**config.mk**
```make
export PLATFORM = sky130hd
export DESIGN_NAME = matrix_level_meter
export DESIGN_NICKNAME = d
export VERILOG_FILES = /design/src/rtl/matrix_level_pkg.sv /design/src/rtl/matrix_scan_ctrl.sv /design/src/rtl/matrix_level_dp.sv /design/src/rtl/matrix_level_meter.sv
export SDC_FILE = /design/constraint.sdc
export NUM_CORES = 1
export LEC_CHECK = 0
export BUFFER_PORTS_ARGS = -buffer_cell sky130_fd_sc_hd__buf_2
export CORE_MARGIN = 1.5
export CORE_UTILIZATION = 38
export CTS_CLUSTER_DIAMETER = 50
export CTS_CLUSTER_SIZE = 10
export DETAILED_ROUTE_END_ITERATION = 12
export PLACE_DENSITY = 0.6
export SYNTH_ARGS = -nofsm -noshare
export SYNTH_HDL_FRONTEND = slang
export SYNTH_SLANG_ARGS = --single-unit
```
**constraint.sdc**
```tcl
create_clock -name clk -period 2.45 [get_ports clk]
set_input_delay 0.1225 -clock clk [delete_from_list [all_inputs] [get_ports clk]]
set_output_delay 0.1225 -clock clk [all_outputs]
set_load 0.01 [all_outputs]
```
**src/rtl/matrix_level_pkg.sv**
```systemverilog
package matrix_level_pkg;

  typedef enum logic {
    MODE_AREA = 1'b0,
    MODE_BAR  = 1'b1
  } dispMode_t;

  typedef struct packed {
    logic capture;    // frame boundary: latch new reading
    logic firstCol;   // scan sits on the rightmost column
  } scanStrobe_t;

endpackage

```
**src/rtl/matrix_scan_ctrl.sv**
```systemverilog
module matrix_scan_ctrl
  import matrix_level_pkg::*;
#(
  parameter int COL_BITS = 4
) (
  input  logic                clk,
  input  logic                rstN,
  output logic [COL_BITS-1:0] scanIdx,
  output scanStrobe_t         strobes
);

  localparam logic [COL_BITS-1:0] LAST_IDX = '1;

  always_ff @(posedge clk or negedge rstN) begin
    if (!rstN) scanIdx <= '0;
    else       scanIdx <= scanIdx + 1'b1;
  end

  always_comb begin
    strobes.capture  = (scanIdx == LAST_IDX);
    strobes.firstCol = (scanIdx == '0);
  end

  // the scan index advances by exactly one each clock
  a_r2_scan_step: assert property (@(posedge clk) disable iff (!rstN)
    1'b1 |=> scanIdx == $past(scanIdx) + 1'b1);

endmodule

```
**src/rtl/matrix_level_dp.sv**
```systemverilog
module matrix_level_dp
  import matrix_level_pkg::*;
#(
  parameter int SAMPLE_W = 8,
  parameter int COL_BITS = 4
) (
  input  logic                clk,
  input  logic                rstN,
  input  logic [SAMPLE_W-1:0] sampleIn,
  input  logic                barMode,
  input  logic [COL_BITS-1:0] scanIdx,
  input  scanStrobe_t         strobes,
  output logic [COL_BITS-1:0] colSel,
  output logic [(1<<(SAMPLE_W-COL_BITS))-1:0] rowBits
);

  localparam int FINE_W = SAMPLE_W - COL_BITS;
  localparam int ROWS   = 1 << FINE_W;
  localparam int CNT_W  = $clog2(ROWS + 1);
  localparam int SUM_W  = CNT_W + 1;

  logic [SAMPLE_W-1:0] heldVal;
  dispMode_t           heldMode;
  logic [COL_BITS-1:0] coarse;
  logic [FINE_W-1:0]   fine;
  logic [CNT_W-1:0]    fillCount;
  logic [ROWS-1:0]     fillMask;

  // Hold the reading for a full frame
  always_ff @(posedge clk or negedge rstN) begin
    if (!rstN) begin
      heldVal  <= '0;
      heldMode <= MODE_AREA;
    end else if (strobes.capture) begin
      heldVal  <= sampleIn;
      heldMode <= dispMode_t'(barMode);
    end
  end

  assign coarse = heldVal[SAMPLE_W-1 -: COL_BITS];
  assign fine   = heldVal[FINE_W-1:0];

  // How many rows of the current column are lit
  always_comb begin
    if (heldMode == MODE_BAR) begin
      fillCount = strobes.firstCol ? CNT_W'(coarse) : '0;
    end else if (scanIdx < coarse) begin
      fillCount = CNT_W'(ROWS);
    end else if (scanIdx == coarse) begin
      fillCount = CNT_W'(fine);
    end else begin
      fillCount = '0;
    end
  end

  // Bottom-up fill: row r lit when r + count reaches the row total
  for (genvar r = 0; r < ROWS; r++) begin : g_row
    assign fillMask[r] = (SUM_W'(r) + SUM_W'(fillCount)) >= SUM_W'(ROWS);
  end

  // Column code and rows leave together from one register stage
  always_ff @(posedge clk or negedge rstN) begin
    if (!rstN) begin
      colSel  <= '1;
      rowBits <= '0;
    end else begin
      colSel  <= ~scanIdx;
      rowBits <= fillMask;
    end
  end

  // column code is the inverse of the index of the previous cycle
  a_r2_col_code: assert property (@(posedge clk) disable iff (!rstN)
    1'b1 |=> colSel == ~$past(scanIdx));

  // columns below the coarse level are fully lit
  a_r3_full_below: assert property (@(posedge clk) disable iff (!rstN)
    (heldMode == MODE_AREA && scanIdx < coarse) |=> rowBits == '1);

  // the boundary column lights exactly the fine count
  a_r4_partial_count: assert property (@(posedge clk) disable iff (!rstN)
    (heldMode == MODE_AREA && scanIdx == coarse)
      |=> $countones(rowBits) == $past(int'(fine)));

  // columns above the coarse level are dark
  a_r5_dark_above: assert property (@(posedge clk) disable iff (!rstN)
    (heldMode == MODE_AREA && scanIdx > coarse) |=> rowBits == '0);

  // bar mode uses only the first column
  a_r6_bar_single: assert property (@(posedge clk) disable iff (!rstN)
    (heldMode == MODE_BAR && scanIdx != '0) |=> rowBits == '0);

  // the held reading moves only at the frame boundary
  a_r7_hold_stable: assert property (@(posedge clk) disable iff (!rstN)
    !strobes.capture |=> $stable(heldVal) && $stable(heldMode));

endmodule

```
**src/rtl/matrix_level_meter.sv**
```systemverilog
module matrix_level_meter
  import matrix_level_pkg::*;
#(
  parameter int SAMPLE_W = 8,
  parameter int COL_BITS = 4
) (
  input  logic                clk,
  input  logic                rstN,
  input  logic [SAMPLE_W-1:0] sampleIn,
  input  logic                barMode,
  output logic [COL_BITS-1:0] colSel,
  output logic [(1<<(SAMPLE_W-COL_BITS))-1:0] rowBits
);

  logic [COL_BITS-1:0] scanIdx;
  scanStrobe_t         strobes;

  matrix_scan_ctrl #(.COL_BITS(COL_BITS)) u_ctrl (
    .clk     (clk),
    .rstN    (rstN),
    .scanIdx (scanIdx),
    .strobes (strobes)
  );

  matrix_level_dp #(.SAMPLE_W(SAMPLE_W), .COL_BITS(COL_BITS)) u_dp (
    .clk      (clk),
    .rstN     (rstN),
    .sampleIn (sampleIn),
    .barMode  (barMode),
    .scanIdx  (scanIdx),
    .strobes  (strobes),
    .colSel   (colSel),
    .rowBits  (rowBits)
  );

endmodule

```
==> metrics.txt, run 1 <==
DRT Pass-1 Iters=4; Min Hold Slack=between 0.06 and 0.07 ns; Max Fclk=approximately 430 MHz; critical path arrival=2.49 ns; critical path startpoint category=register; CTS tree=yes; global route overflow=0; Worst Reg2Reg Path Length in Cells=8; die height=~64 um; max-cap viol count=0; hold-critical path endpoint=u_dp.heldVal[0]; flop2flop setup slack=around 0.12 ns; DP Area=between 1500 and 2000 um^2; final setup fails=0; Final ANT Viol Nets=0; IO buf count=30; Clock Tree Root=clkbuf_8; Final Hold Viols=0; status=complete, no violations; warnings from Yosys=0; RR Startpoint=u_ctrl.scanIdx[3]; WS Path Type=reg2reg; vias per cell=about 4.7; Cells after Synth=roughly 110; routed vias=908; Area Growth Syn to Fin=24.6%; die width=around 64 um; TritonCTS Buffers=5; TNS Setup=0 ns; synthesized cell area=about 1400 um^2; worst hold stages=2; syn_nets=between 100 and 150; DRC errors left=0; Synth Register Bits=33; n_diodes=0; Die Area=4090 um^2; setup bufs post-CTS=0; Post-Layout Inst Area=around 1800 um^2; fin crit period=~2.3 ns; dpl ws=0.0965 ns; worst setup path start=u_ctrl.scanIdx[3]; clock-pin transition on the worst setup and hold timing paths=about 0.060 ns; share of cells above drive strength 1=0.442; sequential area share after synthesis=0.588; io pins=31; CP Max Fanout=5; Post-Route WL=roughly 2200 um; global placement routability congestion=0.891; Longest Clk Path Bufs=2; HPWL Detailed=around 1700 um; DRT iter0 DRCs=18; Worst Max-Slew Pin Slew=around 0.68 ns; Final Net Count=167; unique cell type count in the Yosys netlist=30; pwr dens=679 nW/um^2; Worst-Skew Late Latency=approximately 0.28 ns; routed len/inst=approximately 12 um; min-delay worst type=in2reg; Initial Util=0.410; initial antenna violation count=0; FP Rows=21; Max-slew headroom=0.548; DP Cell Count=184; Critical R2R Capture=u_dp.rowBits[15]; final worst slack=approximately 0.12 ns; Global Route Usage Sum=0.131; Slew Limit Fails=0; total power=1.20 mW; first-pass GRT wire length=~3900 um; leakage=0.867 nW; Clock Skew=between 0.004 and 0.005 ns; synthesized area per cell=13.2 um^2; part of the cycle the worst path needs=0.950; maximum VDD drop=between 0.0003 and 0.0004 V; final core occ=0.511; Final Non-Filler Cells=just under 200; HP Start=sampleIn[0]; number of global-route vias before repair=roughly 940; RSZ-0062 raised after global routing=false; core area=3440 um^2; Worst setup EP type=register; CP required=about 2.6 ns; largest net degree at the start of global routing=34; H-tree lvl count=2; # clock sinks=33; Filler cells=around 300
[report_power, final]
group	internal (mW)	total, mW	switching, mW
Clock	0.331	0.512	0.181
Sequential	0.576	0.586	0.0108
Combinational	0.0459	0.0970	0.0511
Total	0.953	1.20	0.243
[worst max-delay path: stages (launching register included)]
cell     delay (ns)
dfrtp_1        0.43
ha_1           0.34
a21o_1         0.21
o311a_4        0.32
a22o_2         0.24
inv_1          0.08
ha_1           0.22
xnor2_1        0.12
or2_1          0.23
[worst max-delay path by stage]
| stage | endpoint | slack (ns) | depth (start not counted) |
|---|---|---|---|
| 2_1_floorplan | u_dp.rowBits[6] | 0.15 | 8 |
| 3_3_place_gp | u_dp.rowBits[6] | 0.16 | 7 |
| 3_5_place_dp | u_dp.rowBits[6] | 0.1 | 7 |
| 4_1_cts | u_dp.rowBits[6] | 0.09 | 7 |
| 5_1_grt | u_dp.rowBits[13] | 0.0005 | 8 |
| 6_report | u_dp.rowBits[15] | 0.12 | 8 |
[layer usage]
metal  track usage  vias up  share of wire
met5             0        -              0
met4        0.0707        0          0.020
met3        0.0669        6          0.072
met2         0.215       24           0.48
met1         0.135      437           0.42
li1              -      441              -
[cells by family after synthesis]
group                    synth area share
AND/OR/NAND/NOR                    0.0726
flip-flops                          0.588
XOR/XNOR                           0.0310
AO/OA/AOI/OAI                       0.116
multiplexers                       0.0717
adder cells (fa/ha/maj)            0.0886
buffers and inverters              0.0319
[flip-flops by register name (all words and copies together) (netlist names)]
name and flops:
u_dp.rowBits 16, u_dp.heldVal 8, u_ctrl.scanIdx 4, u_dp.colSel 4, u_dp.heldMode 1
[final cells by class]
cell class | instances | area, um^2 | share of cell area
Sequential cell | 33 | 831 | 0.472
Multi-Input combinational cell | 62 | 539 | 0.306
Timing Repair Buffer | 33 | 175 | 0.0995
Clock buffer | 7 | 86.3 | 0.0490
Tap cell | 46 | 57.6 | 0.0327
Inverter | 11 | 41.3 | 0.0235
Clock inverter | 1 | 30.0 | 0.0171
[synth_stat cells, drive strengths merged]
cell type,instances,area share
xor2,1,0.0062
nand3,2,0.0071
and4b,1,0.0080
o21ai,2,0.0097
a211o,1,0.0071
a21oi,3,0.013
inv,11,0.029
mux2,9,0.072
nand4,1,0.0044
nand2,7,0.019
and2,1,0.0044
a32oi,2,0.012
dfrtp,29,0.51
dfstp,4,0.074
o21a,1,0.0053
xnor2,4,0.025
ha,10,0.089
or2,3,0.013
and4bb,1,0.0089
a21bo,1,0.0071
o311a,1,0.015
a21o,7,0.039
a22o,1,0.0071
clkbuf,1,0.0027
nor2,3,0.0080
[repair_timing]
| item | 4_1_cts | 5_1_grt |
|---|---|---|
| setup endpoints to repair | 0 | 1 |
| hold buffers | 1 | 0 |
| hold endpoints to repair | 29 | 0 |
| gates resized for setup | 0 | 1 |
[cells in the final DEF, fill, tap and decap left out, drive strengths merged]
cell / instances
dfstp: 4
dlygate4sd3: 1
ha: 10
a32oi: 2
and4b: 1
bufinv: 1
nand3: 2
clkbuf: 7
a21o: 7
o21ai: 2
nand2: 7
o21a: 1
xnor2: 4
o311a: 1
nand4: 1
dfrtp: 29
a21oi: 3
and4bb: 1
a21bo: 1
inv: 11
and2: 1
a211o: 1
or2: 3
nor2: 3
mux2: 9
xor2: 1
a22o: 1
buf: 32
(Power assumes the default switching activity.)
==> inputs of run 2 (changes only) <==
--- a/config.mk
+++ b/config.mk
@@ -11,7 +11,8 @@
 export CTS_CLUSTER_DIAMETER = 50
 export CTS_CLUSTER_SIZE = 10
 export DETAILED_ROUTE_END_ITERATION = 12
-export PLACE_DENSITY = 0.6
+export GPL_ROUTABILITY_DRIVEN = 0
+export PLACE_DENSITY = 0.57
 export SYNTH_ARGS = -nofsm -noshare
 export SYNTH_HDL_FRONTEND = slang
 export SYNTH_SLANG_ARGS = --single-unit
==> constraint.sdc (replaced) <==
create_clock -name clk -period 2.6 [get_ports clk]
set_input_delay 0.13 -clock clk [delete_from_list [all_inputs] [get_ports clk]]
set_output_delay 0.13 -clock clk [all_outputs]
set_load 0.01 [all_outputs]
==> run 2 against run 1 <==
Effect of this change:
- hold slack gained 0.0048 ns
- sequential power fell by 5.8%
- clock skew about the same
- global-route usage shrank 0.69 points
- combinational power decreased by 7.3%
- die area unchanged
- setup slack improved by 0.13 ns
- first-iteration DRC count is 33% lower
- critical path depth is 1 lower
==> metrics.txt, run 2 (same netlist as run 1, synthesis figures left out) <==
most frequent cells in the layout=buf_2, dfrtp_1, inv_1, ha_1, mux2_2; IO buf count=30 (unchanged); Max-slew headroom=0.542 (-0.00584); Resized cells post-CTS=0 (unchanged); Max Fclk=426 MHz (-0.86%); final setup fails=0 (unchanged); Final Hold Viols=0 (unchanged); Final ANT Viol Nets=0 (unchanged); io pins=31 (unchanged); Post-Route WL=2290 um (+1.9%); clock-pin transition on the worst setup and hold timing paths=0.06 ns (about the same); Worst Max-Slew Pin Slew=0.687 ns (+0.00875 ns); most common cell after layout, fill and taps aside=buf_2; initial antenna violation count=0 (unchanged); die height=64.0 um (unchanged); Largest regs=u_dp.rowBits: 16 flops, u_dp.heldVal: 8 flops; Worst setup EP type=register; first-pass GRT wire length=3740 um (-4.6%); part of the cycle the worst path needs=0.903 (-0.0470); dpl ws=0.263 ns (+0.166 ns); CP required=2.77 ns (+0.15 ns); HPWL Detailed=1670 um (-2.6%); Initial Util=0.410 (unchanged); Global Route Usage Sum=0.124 (-0.00685); setup bufs post-CTS=0 (unchanged); global route overflow=0 (unchanged); number of global-route vias before repair=819 (-12%); Longest Clk Path Bufs=2 (unchanged); DRT iter0 DRCs=12 (-6); DRC errors left=0 (unchanged); pwr dens=646 nW/um^2 (-4.9%); leakage=0.865 nW (-0.20%); status=complete, no violations; Area Growth Syn to Fin=23.9%; max-cap viol count=0 (unchanged); maximum VDD drop=0.000315 V (+0.40%); fin crit period=2.35 ns (+0.0202 ns); CTS tree=yes; RSZ-0062 raised after global routing=false; Clock Skew=0.00471 ns (+0.000150 ns); # clock sinks=33 (unchanged); Slew Limit Fails=0 (unchanged); vias per cell=4.54 (-3.5%); critical path startpoint category=register; final worst slack=0.253 ns (+0.130 ns); TNS Setup=0 ns (unchanged); routed len/inst=11.9 um (+2.4%); die width=64.0 um (unchanged); routed vias=872 (-4.0%); Die Area=4090 um^2 (unchanged); critical path arrival=2.52 ns (+0.03 ns); Final Net Count=166 (-0.60%); core area=3440 um^2 (unchanged); WS Path Type=reg2reg; DRT Pass-1 Iters=4 (unchanged); CP Max Fanout=7 (+2); FP Rows=21 (unchanged); share of cells above drive strength 1=0.432 (-0.0107); n_diodes=0 (unchanged); Filler cells=317 (+2.9%); Clock Tree Root=clkbuf_8; largest net degree at the start of global routing=34 (unchanged); TritonCTS Buffers=5 (unchanged); H-tree lvl count=2 (unchanged); register name with the most flops=u_dp.rowBits; min-delay worst type=in2reg; Worst-Skew Late Latency=0.28 ns (about the same); Hold Buf Count CTS=1 (unchanged); Largest register FFs=16 (unchanged)
## run 2: cell types whose count changed in the layout (fill, tap and decap cells not counted), sizes merged
cell,delta
buf,-1
## run 2: per-stage QoR
step	cell area [um^2]	util	hold WS [ns]	std cells	power, mW
floorplan	1410	-	-0.166	107	0.606
global placement	1620	0.472	0.209	183	0.652
detailed placement	1620	0.472	0.217	183	0.652
CTS	1750	0.509	0.0638	192	1.15
global route	1750	0.509	0.0712	192	1.18
finish	1750	0.509	0.0743	192	1.13
## run 2: cell type report
class / instances / area, um^2 / share of cell area
sequential: 33 / 831 / 0.475
multi-input combinational: 62 / 537 / 0.307
timing repair buffer: 32 / 168 / 0.0958
clock buffer: 7 / 86.3 / 0.0493
tap: 46 / 57.6 / 0.0329
inverter: 11 / 41.3 / 0.0236
clock inverter: 1 / 30.0 / 0.0172
## run 2: power breakdown
group / switching (mW) / internal (mW) / leakage [nW]
Sequential: 0.0101 / 0.542 / 0.381
Clock: 0.177 / 0.312 / 0.0585
Combinational: 0.0478 / 0.0420 / 0.426
Total: 0.235 / 0.896 / 0.865
## run 2: per-layer routing
metal	vias to the layer above	GRT usage	part of all wire
met5	-	0	0
met4	0	0.0734	0.025
met3	5	0.0528	0.066
met2	25	0.198	0.47
met1	407	0.137	0.44
li1	435	-	-
## run 2: final timing paths
kind,endpoint,startpoint,depth (start not counted),slack [ns]
worst min register to register,u_dp.colSel[0],u_ctrl.scanIdx[0],1,0.47
max in group asynchronous,u_dp.heldVal[1],rstN,2,1.74
worst min-delay path,u_dp.heldVal[0],sampleIn[0],2,0.07
worst max-delay path,u_dp.rowBits[6],u_ctrl.scanIdx[3],7,0.25
min in group asynchronous,u_ctrl.scanIdx[0],rstN,2,0.42
worst max register to register,u_dp.rowBits[6],u_ctrl.scanIdx[3],7,0.25
## run 2: critical path: stages, from the launching register on
cell and delay (ns):
dfrtp_1 0.43, ha_1 0.34, a21o_1 0.21, o311a_4 0.32, a22o_2 0.23, ha_1 0.27
and2_1 0.17, a211o_2 0.26
==> inputs of run 3 (changes only) <==
==> constraint.sdc (replaced) <==
create_clock -name clk -period 2.8 [get_ports clk]
set_input_delay 0.14 -clock clk [delete_from_list [all_inputs] [get_ports clk]]
set_output_delay 0.14 -clock clk [all_outputs]
set_load 0.01 [all_outputs]
==> run 3 against run 2 <==
Effect of this change:
- clock power shrank 33%
- flip-flop and latch count is the same
- via count grew 0.69%
- setup slack gained 0.14 ns
- combinational power shrank 9.2%
- non-clock buffer count shrank 1
- sequential share of layout area grew 1.1 points
==> metrics.txt, run 3 (same netlist as run 1, synthesis figures left out) <==
dpl ws=0.390 ns (+0.128 ns); H-tree lvl count=2 (unchanged); DRT iter0 DRCs=26 (+14); Worst-Skew Late Latency=0.28 ns (about the same); TritonCTS Buffers=5 (unchanged); FP Rows=21 (unchanged); core area=3440 um^2 (unchanged); setup bufs post-CTS=0 (unchanged); CP Max Fanout=8 (+1); status=complete, no violations; final setup fails=0 (unchanged); Clock Tree Root=clkbuf_8; Worst Reg2Reg Path Length in Cells=10 (+3); Filler cells=329 (+3.8%); worst hold stages=2 (unchanged); DRC errors left=0 (unchanged); most frequent cells in the layout=buf_2, dfrtp_1, inv_1, ha_1, mux2_2; # clock sinks=33 (unchanged); vias per cell=4.60 (+1.2%); die width=64.0 um (unchanged); routed vias=878 (+0.69%); family with the most delay on the worst path=adder cells; max-cap viol count=0 (unchanged); min-delay worst type=in2reg; Post-Layout Inst Area=1710 um^2 (-2.4%); Worst setup EP type=register; io pins=31 (unchanged); WS Path Type=reg2reg; clock-pin transition on the worst setup and hold timing paths=0.06 ns (about the same); Largest regs=u_dp.rowBits: 16 flops, u_dp.heldVal: 8 flops; Max Fclk=416 MHz (-2.4%); critical path startpoint category=register; Final Hold Viols=0 (unchanged); global route overflow=0 (unchanged); Worst path depth=10 (+3); Worst Max-Slew Pin Slew=0.689 ns (+0.00253 ns); Crit path largest cell delay=0.38 ns (-0.05 ns); Clock Skew=0.00196 ns (-0.00275 ns); initial antenna violation count=0 (unchanged); maximum VDD drop=0.000343 V (+8.8%); TNS Setup=0 ns (unchanged); die height=64.0 um (unchanged); Longest Clk Path Bufs=2 (unchanged); Die Area=4090 um^2 (unchanged); largest net degree at the start of global routing=34 (unchanged); part of the cycle the worst path needs=0.858 (-0.0441); Slew Limit Fails=0 (unchanged); number of global-route vias before repair=909 (+11%); Largest register FFs=16 (unchanged); register name with the most flops=u_dp.rowBits; leakage=0.847 nW (-2.1%); most common cell after layout, fill and taps aside=buf_2; Hold Buf Count CTS=1 (unchanged); final core occ=0.497 (-0.0120); DP Area=1620 um^2 (-0.46%); worst-path cell chain=inv_1 -> ha_1 -> a21oi_1 -> o21ai_2 -> inv_2 -> nor2_1 -> inv_1 -> ha_1 -> xnor2_1 -> or2_1; final worst slack=0.396 ns (+0.143 ns); n_diodes=0 (unchanged); Initial Util=0.410 (unchanged); pwr dens=540 nW/um^2 (-16%); Final ANT Viol Nets=0 (unchanged); critical path arrival=2.57 ns (+0.05 ns); share of cells above drive strength 1=0.428 (-0.00392); Post-Route WL=2280 um (-0.39%); Area Growth Syn to Fin=21.0%; Global Route Usage Sum=0.135 (+0.0105); HPWL Detailed=1750 um (+4.5%); Resized cells post-CTS=0 (unchanged); DRT Pass-1 Iters=4 (unchanged); Min Hold Slack=0.0907 ns (+0.0164 ns); RSZ-0062 raised after global routing=false; CP required=2.96 ns (+0.19 ns); first-pass GRT wire length=4210 um (+13%); routed len/inst=11.9 um (+0.13%); IO buf count=30 (unchanged); Final Net Count=165 (-0.60%); fin crit period=2.40 ns (+0.0570 ns); crit path buf inv count=3 (+3); CTS tree=yes; Max-slew headroom=0.540 (-0.00169); slowest stage cell, crit path=dfrtp_1
==> run 3: through the flow <==
stage               total power, mW  cells
floorplan                     0.563    107
global placement              0.603    182
detailed placement            0.605    182
CTS                           0.940    191
global route                  0.976    191
finish                        0.923    191
==> run 3: worst paths after layout <==
check                                   from               end  slack (ns)
min in group asynchronous               rstN  u_dp.rowBits[12]        0.44
setup / recovery             u_dp.heldVal[5]  u_dp.rowBits[13]        0.40
hold reg to reg            u_ctrl.scanIdx[0]    u_dp.colSel[0]        0.48
max in group asynchronous               rstN   u_dp.heldVal[7]        1.91
setup reg to reg             u_dp.heldVal[5]  u_dp.rowBits[13]        0.40
hold / removal                   sampleIn[1]   u_dp.heldVal[1]        0.09
==> run 3: worst reg2reg max path: stages, from the launching register on <==
cell and delay, ns:
dfrtp_1 0.38, inv_1 0.07, ha_1 0.33, a21oi_1 0.09
o21ai_2 0.34, inv_2 0.14, nor2_1 0.22, inv_1 0.10
ha_1 0.25, xnor2_1 0.16, or2_1 0.23
==> run 3: report_power, final <==
part / internal, mW / switching [mW] / total [mW]
combinational: 0.0378 / 0.0439 / 0.0816
sequential: 0.504 / 0.00951 / 0.513
clock: 0.172 / 0.157 / 0.328
==> run 3: layout make-up <==
type	count	area [um^2]	area share
Clock buffer	6	72.6	0.0425
Clock inverter	2	10.0	0.00586
Inverter	11	41.3	0.0242
Multi-Input combinational cell	62	537	0.314
Sequential cell	33	831	0.486
Tap cell	46	57.6	0.0337
Timing Repair Buffer	31	160	0.0937
==> run 3: metal layers <==
metal / up-vias / track usage / wire (um)
met3: 3 / 0.0546 / 144
met4: 0 / 0.0408 / 14
li1: 435 / - / -
met1: 414 / 0.163 / 973
met5: - / 0 / 0
met2: 26 / 0.219 / 1150
